==> src/rtl/tdm_slot_pkg.sv <==
package tdm_slot_pkg;

  typedef enum logic [1:0] {
    TXM_ALL     = 2'b00,
    TXM_MASKED  = 2'b01,
    TXM_SYMM    = 2'b10,
    TXM_MASKED2 = 2'b11
  } tx_mode_e;

  localparam logic [1:0] RXM_ALL = 2'b00;

  typedef struct packed {
    logic copy;
    logic drive;
  } tx_slot_t;

endpackage

==> src/rtl/tdm_slot_tracker.sv <==
module tdm_slot_tracker #(
  parameter int NUM_ELEM = 4,
  parameter int IDX_W    = 2
) (
  input  logic             clk,
  input  logic             rst_n,
  input  logic             frame_sync,
  input  logic             elem_strobe,
  output logic [IDX_W-1:0] idx_q,
  output logic             active_q,
  output logic [IDX_W-1:0] idx_d,
  output logic             active_d,
  output logic             frame_start
);
  localparam logic [IDX_W-1:0] LAST_IDX = IDX_W'(NUM_ELEM - 1);

  assign frame_start = elem_strobe & frame_sync;

  always_comb begin
    idx_d    = idx_q;
    active_d = active_q;
    if (elem_strobe) begin
      if (frame_sync) begin
        idx_d    = '0;
        active_d = 1'b1;
      end else if (active_q) begin
        if (idx_q == LAST_IDX) begin
          active_d = 1'b0;
        end else begin
          idx_d = idx_q + 1'b1;
        end
      end
    end
  end

  always_ff @(posedge clk or negedge rst_n) begin
    if (!rst_n) begin
      idx_q    <= '0;
      active_q <= 1'b0;
    end else if (elem_strobe) begin
      idx_q    <= idx_d;
      active_q <= active_d;
    end
  end

endmodule

==> src/rtl/tdm_slot_decide.sv <==
module tdm_slot_decide
  import tdm_slot_pkg::*;
#(
  parameter int NUM_ELEM = 4,
  parameter int IDX_W    = 2
) (
  input  tx_mode_e            tx_mode,
  input  logic [1:0]          rx_mode,
  input  logic [NUM_ELEM-1:0] rx_mask,
  input  logic [NUM_ELEM-1:0] tx_mask,
  input  logic [IDX_W-1:0]    tx_idx,
  input  logic                tx_active,
  input  logic [IDX_W-1:0]    rx_idx,
  input  logic                rx_active,
  output tx_slot_t            tx_slot,
  output logic                rx_accept
);
  logic [NUM_ELEM-1:0] rx_vec;
  logic [NUM_ELEM-1:0] copy_vec;
  logic [NUM_ELEM-1:0] drive_vec;

  for (genvar k = 0; k < NUM_ELEM; k++) begin : g_elem
    assign rx_vec[k]    = (rx_mode == RXM_ALL) | rx_mask[k];
    assign copy_vec[k]  = (tx_mode == TXM_ALL)  ? 1'b1 :
                          (tx_mode == TXM_SYMM) ? rx_vec[k] : tx_mask[k];
    assign drive_vec[k] = (tx_mode == TXM_ALL)  ? 1'b1 :
                          (tx_mode == TXM_SYMM) ? (tx_mask[k] & rx_vec[k]) : tx_mask[k];
  end

  always_comb begin
    tx_slot.copy  = tx_active & copy_vec[tx_idx];
    tx_slot.drive = tx_active & drive_vec[tx_idx];
    rx_accept     = rx_active & rx_vec[rx_idx];
  end

endmodule

==> src/rtl/tdm_tx_path.sv <==
module tdm_tx_path #(
  parameter int WORD_W = 16
) (
  input  logic              clk,
  input  logic              rst_n,
  input  logic              wr,
  input  logic [WORD_W-1:0] wdata,
  input  logic              strobe,
  input  logic              copy,
  input  logic              drive,
  output logic [WORD_W-1:0] shift_q,
  output logic              ready,
  output logic              irq_q,
  output logic              underflow_q,
  output logic              oe_q
);
  logic [WORD_W-1:0] hold_q, hold_d, shift_d;
  logic              full_q, full_d, irq_d, underflow_d, oe_d;

  assign ready = ~full_q;

  always_comb begin
    hold_d      = hold_q;
    full_d      = full_q;
    shift_d     = shift_q;
    irq_d       = 1'b0;
    underflow_d = underflow_q;
    oe_d        = oe_q;
    if (strobe) begin
      oe_d = drive;
    end
    if (copy) begin
      shift_d = hold_q;
      irq_d   = 1'b1;
      full_d  = 1'b0;
      if (!full_q) begin
        underflow_d = 1'b1;
      end
    end
    if (wr) begin
      hold_d = wdata;
      full_d = 1'b1;
    end
  end

  always_ff @(posedge clk or negedge rst_n) begin
    if (!rst_n) begin
      hold_q      <= '0;
      full_q      <= 1'b0;
      shift_q     <= '0;
      irq_q       <= 1'b0;
      underflow_q <= 1'b0;
      oe_q        <= 1'b0;
    end else begin
      hold_q      <= hold_d;
      full_q      <= full_d;
      shift_q     <= shift_d;
      irq_q       <= irq_d;
      underflow_q <= underflow_d;
      oe_q        <= oe_d;
    end
  end

endmodule

==> src/rtl/tdm_rx_path.sv <==
module tdm_rx_path #(
  parameter int WORD_W = 16
) (
  input  logic              clk,
  input  logic              rst_n,
  input  logic              done,
  input  logic              accept,
  input  logic [WORD_W-1:0] word,
  input  logic              rd,
  output logic [WORD_W-1:0] hold_q,
  output logic              ready_q,
  output logic              irq_q
);
  logic [WORD_W-1:0] hold_d;
  logic              ready_d, irq_d, take;

  assign take = done & accept;

  always_comb begin
    hold_d  = hold_q;
    ready_d = ready_q;
    irq_d   = 1'b0;
    if (rd) begin
      ready_d = 1'b0;
    end
    if (take) begin
      hold_d  = word;
      ready_d = 1'b1;
      irq_d   = 1'b1;
    end
  end

  always_ff @(posedge clk or negedge rst_n) begin
    if (!rst_n) begin
      hold_q  <= '0;
      ready_q <= 1'b0;
      irq_q   <= 1'b0;
    end else begin
      hold_q  <= hold_d;
      ready_q <= ready_d;
      irq_q   <= irq_d;
    end
  end

endmodule

==> src/rtl/tdm_event_cnt.sv <==
module tdm_event_cnt #(
  parameter int CNT_W = 3
) (
  input  logic             clk,
  input  logic             rst_n,
  input  logic             clr,
  input  logic             inc,
  output logic [CNT_W-1:0] cnt_q
);
  localparam logic [CNT_W-1:0] CNT_MAX = {CNT_W{1'b1}};
  logic [CNT_W-1:0] base, cnt_d;
  logic             en;

  assign en = clr | inc;

  always_comb begin
    base  = clr ? '0 : cnt_q;
    cnt_d = base;
    if (inc && base != CNT_MAX) begin
      cnt_d = base + 1'b1;
    end
  end

  always_ff @(posedge clk or negedge rst_n) begin
    if (!rst_n) begin
      cnt_q <= '0;
    end else if (en) begin
      cnt_q <= cnt_d;
    end
  end

endmodule

==> src/rtl/tdm_slot_select.sv <==
module tdm_slot_select
  import tdm_slot_pkg::*;
#(
  parameter  int NUM_ELEM = 4,
  parameter  int WORD_W   = 16,
  localparam int IDX_W    = (NUM_ELEM > 1) ? $clog2(NUM_ELEM) : 1,
  localparam int CNT_W    = $clog2(NUM_ELEM + 1)
) (
  input  logic                clk,
  input  logic                rst_n,
  input  logic                cfg_we,
  input  logic [1:0]          cfg_rx_mode,
  input  logic [1:0]          cfg_tx_mode,
  input  logic [NUM_ELEM-1:0] cfg_rx_mask,
  input  logic [NUM_ELEM-1:0] cfg_tx_mask,
  input  logic                frame_sync,
  input  logic                elem_strobe,
  input  logic                tx_wr,
  input  logic [WORD_W-1:0]   tx_wdata,
  input  logic                rx_done,
  input  logic [WORD_W-1:0]   rx_word,
  input  logic                rx_rd,
  output logic [IDX_W-1:0]    elem_idx,
  output logic                elem_active,
  output logic [WORD_W-1:0]   tx_shift,
  output logic                tx_ready,
  output logic                tx_irq,
  output logic                tx_underflow,
  output logic                dx_oe,
  output logic [WORD_W-1:0]   rx_hold,
  output logic                rx_ready,
  output logic                rx_irq,
  output logic [CNT_W-1:0]    tx_irq_cnt,
  output logic [CNT_W-1:0]    rx_irq_cnt
);
  tx_mode_e            tx_mode_q;
  logic [1:0]          rx_mode_q;
  logic [NUM_ELEM-1:0] rx_mask_q, tx_mask_q;

  logic [IDX_W-1:0] idx_d;
  logic             active_d, frame_start;
  tx_slot_t         tx_slot;
  logic             rx_accept, tx_copy;

  always_ff @(posedge clk or negedge rst_n) begin
    if (!rst_n) begin
      tx_mode_q <= TXM_ALL;
      rx_mode_q <= RXM_ALL;
      rx_mask_q <= '0;
      tx_mask_q <= '0;
    end else if (cfg_we) begin
      tx_mode_q <= tx_mode_e'(cfg_tx_mode);
      rx_mode_q <= cfg_rx_mode;
      rx_mask_q <= cfg_rx_mask;
      tx_mask_q <= cfg_tx_mask;
    end
  end

  tdm_slot_tracker #(.NUM_ELEM(NUM_ELEM), .IDX_W(IDX_W)) u_tracker (
    .clk         (clk),
    .rst_n       (rst_n),
    .frame_sync  (frame_sync),
    .elem_strobe (elem_strobe),
    .idx_q       (elem_idx),
    .active_q    (elem_active),
    .idx_d       (idx_d),
    .active_d    (active_d),
    .frame_start (frame_start)
  );

  tdm_slot_decide #(.NUM_ELEM(NUM_ELEM), .IDX_W(IDX_W)) u_decide (
    .tx_mode   (tx_mode_q),
    .rx_mode   (rx_mode_q),
    .rx_mask   (rx_mask_q),
    .tx_mask   (tx_mask_q),
    .tx_idx    (idx_d),
    .tx_active (active_d),
    .rx_idx    (elem_idx),
    .rx_active (elem_active),
    .tx_slot   (tx_slot),
    .rx_accept (rx_accept)
  );

  assign tx_copy = elem_strobe & tx_slot.copy;

  tdm_tx_path #(.WORD_W(WORD_W)) u_tx (
    .clk         (clk),
    .rst_n       (rst_n),
    .wr          (tx_wr),
    .wdata       (tx_wdata),
    .strobe      (elem_strobe),
    .copy        (tx_copy),
    .drive       (tx_slot.drive),
    .shift_q     (tx_shift),
    .ready       (tx_ready),
    .irq_q       (tx_irq),
    .underflow_q (tx_underflow),
    .oe_q        (dx_oe)
  );

  tdm_rx_path #(.WORD_W(WORD_W)) u_rx (
    .clk     (clk),
    .rst_n   (rst_n),
    .done    (rx_done),
    .accept  (rx_accept),
    .word    (rx_word),
    .rd      (rx_rd),
    .hold_q  (rx_hold),
    .ready_q (rx_ready),
    .irq_q   (rx_irq)
  );

  tdm_event_cnt #(.CNT_W(CNT_W)) u_tx_cnt (
    .clk   (clk),
    .rst_n (rst_n),
    .clr   (frame_start),
    .inc   (tx_irq),
    .cnt_q (tx_irq_cnt)
  );

  tdm_event_cnt #(.CNT_W(CNT_W)) u_rx_cnt (
    .clk   (clk),
    .rst_n (rst_n),
    .clr   (frame_start),
    .inc   (rx_irq),
    .cnt_q (rx_irq_cnt)
  );

endmodule

==> config.mk <==
export PLATFORM = sky130hd
export DESIGN_NAME = tdm_slot_select
export DESIGN_NICKNAME = d
export VERILOG_FILES = /design/src/rtl/tdm_slot_pkg.sv /design/src/rtl/tdm_slot_tracker.sv /design/src/rtl/tdm_slot_decide.sv /design/src/rtl/tdm_tx_path.sv /design/src/rtl/tdm_rx_path.sv /design/src/rtl/tdm_event_cnt.sv /design/src/rtl/tdm_slot_select.sv
export SDC_FILE = /design/constraint.sdc
export NUM_CORES = 1
export LEC_CHECK = 0
export ABC_CLOCK_PERIOD_IN_PS = 3900
export BUFFER_PORTS_ARGS = -buffer_cell sky130_fd_sc_hd__buf_2
export CAP_MARGIN = 0
export CORE_MARGIN = 8
export CORE_UTILIZATION = 50
export CTS_CLUSTER_DIAMETER = 80
export DETAILED_ROUTE_END_ITERATION = 6
export PLACE_DENSITY_LB_ADDON = 0.12
export SYNTH_ARGS = -nofsm -noshare
export SYNTH_HDL_FRONTEND = slang
export SYNTH_SLANG_ARGS = --single-unit
==> constraint.sdc <==
create_clock -name clk -period 3.9 [get_ports clk]
set_input_delay 0.39 -clock clk [delete_from_list [all_inputs] [get_ports clk]]
set_output_delay 0.39 -clock clk [all_outputs]
set_load 0.005 [all_outputs]
==> run metrics <==
outcome complete, no violations; clk slew on worst S/H paths 0.08 ns; Slew headroom 0.326; DR WL/cell 15.4 um; ys async rst share 1.00; initial DRC count 61; vias in the first global route 2233; First-pass DRT Iterations 4; crit path max fanout 19; P&R area growth vs syn 24.3%; most frequent cells in the layout 97 x buf_2, 75 x dfrtp_1, 52 x nand2_1, 41 x mux2_2, 10 x clkbuf_8; global-route wire length before repair 10700 um; Post-synth top flop dfrtp_1; Routed WL 6460 um; syn avg cell area 13.3 um2; Buf/Inv on CP 0; CTS H-Tree Depth 3; Final Hold Vio Count 0; max incr delay on CP 0.81 ns; Setup Viol. Count Final 0; top sig layer met4; Met2 Wirelength 3120 um; Synth Register Bits 75; chip width 95.1 um; GRT Total Usage 0.152; syn_nets 291; WP data arrival 2.83 ns; placed inst area 3680 um2; placed cell count 404; worst endpoint required time 4.12 ns; placement row count 29; minimum clock period 2.62 ns; half-perimeter wire length after placement 4710 um; # port buffers 98; Synth Instances 235; post-placement setup slack 1.17 ns; PwrDens 657 nW/um2; gp weighted congestion 0.773; Synth Cell Area 3130 um2; Setup crit end kind flip-flop; Lkg Pwr 1.97 nW; clock buffer count from CTS 9; Clock Skews 0.00865 ns; Fin Setup TNS 0 ns; final instance area 3890 um2; number of remaining DRC errors 0; total of max-cap violations 0; Gates resized, CTS repair 0; slowest stage cell, crit path nor3_4; Distinct cells, synth 36; Clock Tree Root clkbuf_8; initial antenna violation count 0; largest net degree at the start of global routing 76; critical path's most frequent cell nor2b_2; maximum vdd drop 366 uV; met3 wire length 518 um; setup bufs post-CTS 0; worst hold path type in -> async; Setup crit start kind flip-flop; delay-heaviest family, CP simple AND/OR/NAND/NOR gates; number of synthesized flops with an enable pin 0; final worst-path cycle share 0.671; RSZ-0062 raised after global routing no; Setup WS post-layout 1.28 ns; final cell count without fillers 420; worst slew pin tran 1.01 ns; Die Y 95.1 um; sequential share of the synthesized area 0.599; post-route antenna net violation count 0; kind of critical path reg -> reg; clock tree buffer depth 2; via count 2097; Die Footprint 9050 um2; CORE AREA 6200 um2; CTS tree yes; clk_lat worst skew 0.33 ns; vias per inst 4.99; Final nets 394; layout cells sized above 1 0.513; initial cell density of the core 0.505; Ys Warns 0; commonest non-fill, non-tap cell in the layout buf_2; met1 WL 2730 um; top achievable clock speed 0.382 GHz; TritonCTS Sinks 75; worst path cell trace nor2b_2, nor2b_2, a211oi_1, and4bb_4, nor3_4, mux2_2; IO Count 99; Hold Buf Count CTS 0; # diodes 0; fin. max-slew vios 0; grt ovf 0
-- synth_stat cells, drive strengths merged, types with 2 or more instances --
cell,number,share of area
dfrtp,75,0.60
nand2,52,0.062
mux2,48,0.18
and2,6,0.012
inv,5,0.0060
a211oi,4,0.0096
clkbuf,4,0.0048
ha,4,0.016
mux2i,4,0.013
nor2,4,0.0056
a21oi,3,0.0060
buf,3,0.0096
nand2b,2,0.0040
nor2b,2,0.0056
o21ai,2,0.0032
xnor2,2,0.0056
-- worst reg2reg max path: cells and delay by family (launching register included) --
family | cells | cell delay (ns)
and+or+nand+nor | 4 | 1.45
muxes | 1 | 0.42
DFF | 1 | 0.39
AOI/OAI and AO/OA | 1 | 0.24
-- registers in the layout (all words and copies together) (netlist names) --
register            flops
rx_mask_q               4
rx_mode_q               2
tx_mask_q               4
tx_mode_q               2
u_rx.hold_q            16
u_rx.irq_q              1
u_rx.ready_q            1
u_rx_cnt.cnt_q          3
u_tracker.active_q      1
u_tracker.idx_q         2
u_tx.full_q             1
u_tx.hold_q            16
u_tx.irq_q              1
u_tx.oe_q               1
u_tx.shift_q           16
u_tx.underflow_q        1
u_tx_cnt.cnt_q          3
-- power by group --
part           total (W)  switching, W  internal, W
clock           0.000610      0.000292     0.000319
sequential       0.00116      0.000137      0.00102
combinational   0.000789      0.000360     0.000430
-- metrics by stage --
step / util / hold slack [ns] / power [W]
finish: 0.628 / 0.180 / 0.00256
global route: 0.628 / 0.220 / 0.00275
CTS: 0.628 / 0.220 / 0.00261
detailed placement: 0.594 / 0.457 / 0.00199
global placement: 0.594 / 0.453 / 0.00196
floorplan: - / 0.0944 / 0.00162
-- metal layers --
| layer | global-route usage | vias to the layer above |
|---|---|---|
| met5 | 0 | - |
| met4 | 0.0793 | 0 |
| met3 | 0.0535 | 9 |
| met2 | 0.232 | 66 |
| met1 | 0.187 | 1013 |
| li1 | - | 1009 |
-- cells by family (layout without fill, tap and decap cells) --
family / count (synthesis) / after routing / synth area share
DFF: 75 / 75 / 0.599
AOI/OAI and AO/OA: 16 / 16 / 0.0424
muxes: 53 / 53 / 0.202
buffers and inverters: 13 / 121 / 0.0216
and+or+nand+nor: 72 / 72 / 0.113
xor gates and xnor gates: 2 / 2 / 0.00559
adders and majority gates: 4 / 4 / 0.0160
-- worst paths after layout --
kind                                        startpoint  slack (ns)  depth (start not counted)                     endpoint
setup / recovery              tx_mode_q[1]$_DFFE_PN0P_        1.28                          6  u_tx.shift_q[7]$_DFFE_PN0P_
hold / removal                                   rst_n        0.18                          1     tx_mask_q[1]$_DFFE_PN0P_
setup reg to reg              tx_mode_q[1]$_DFFE_PN0P_        1.28                          6  u_tx.shift_q[7]$_DFFE_PN0P_
hold reg to reg            u_rx.hold_q[15]$_DFFE_PN0P_        0.47                          2  u_rx.hold_q[15]$_DFFE_PN0P_
max in group asynchronous                        rst_n        3.10                          1  u_rx.hold_q[15]$_DFFE_PN0P_
min in group clk                            rx_word[4]        0.24                          3   u_rx.hold_q[4]$_DFFE_PN0P_
-- layout make-up --
cell class	instances	area, um2
sequential	75	1880
timing repair buffer	99	500
inverter	6	22.5
multi-input combinational	147	1190
clock inverter	6	72.6
tap	77	96.3
clock buffer	10	138
fill	518	2310
Power figures use the tool's default switching activity.
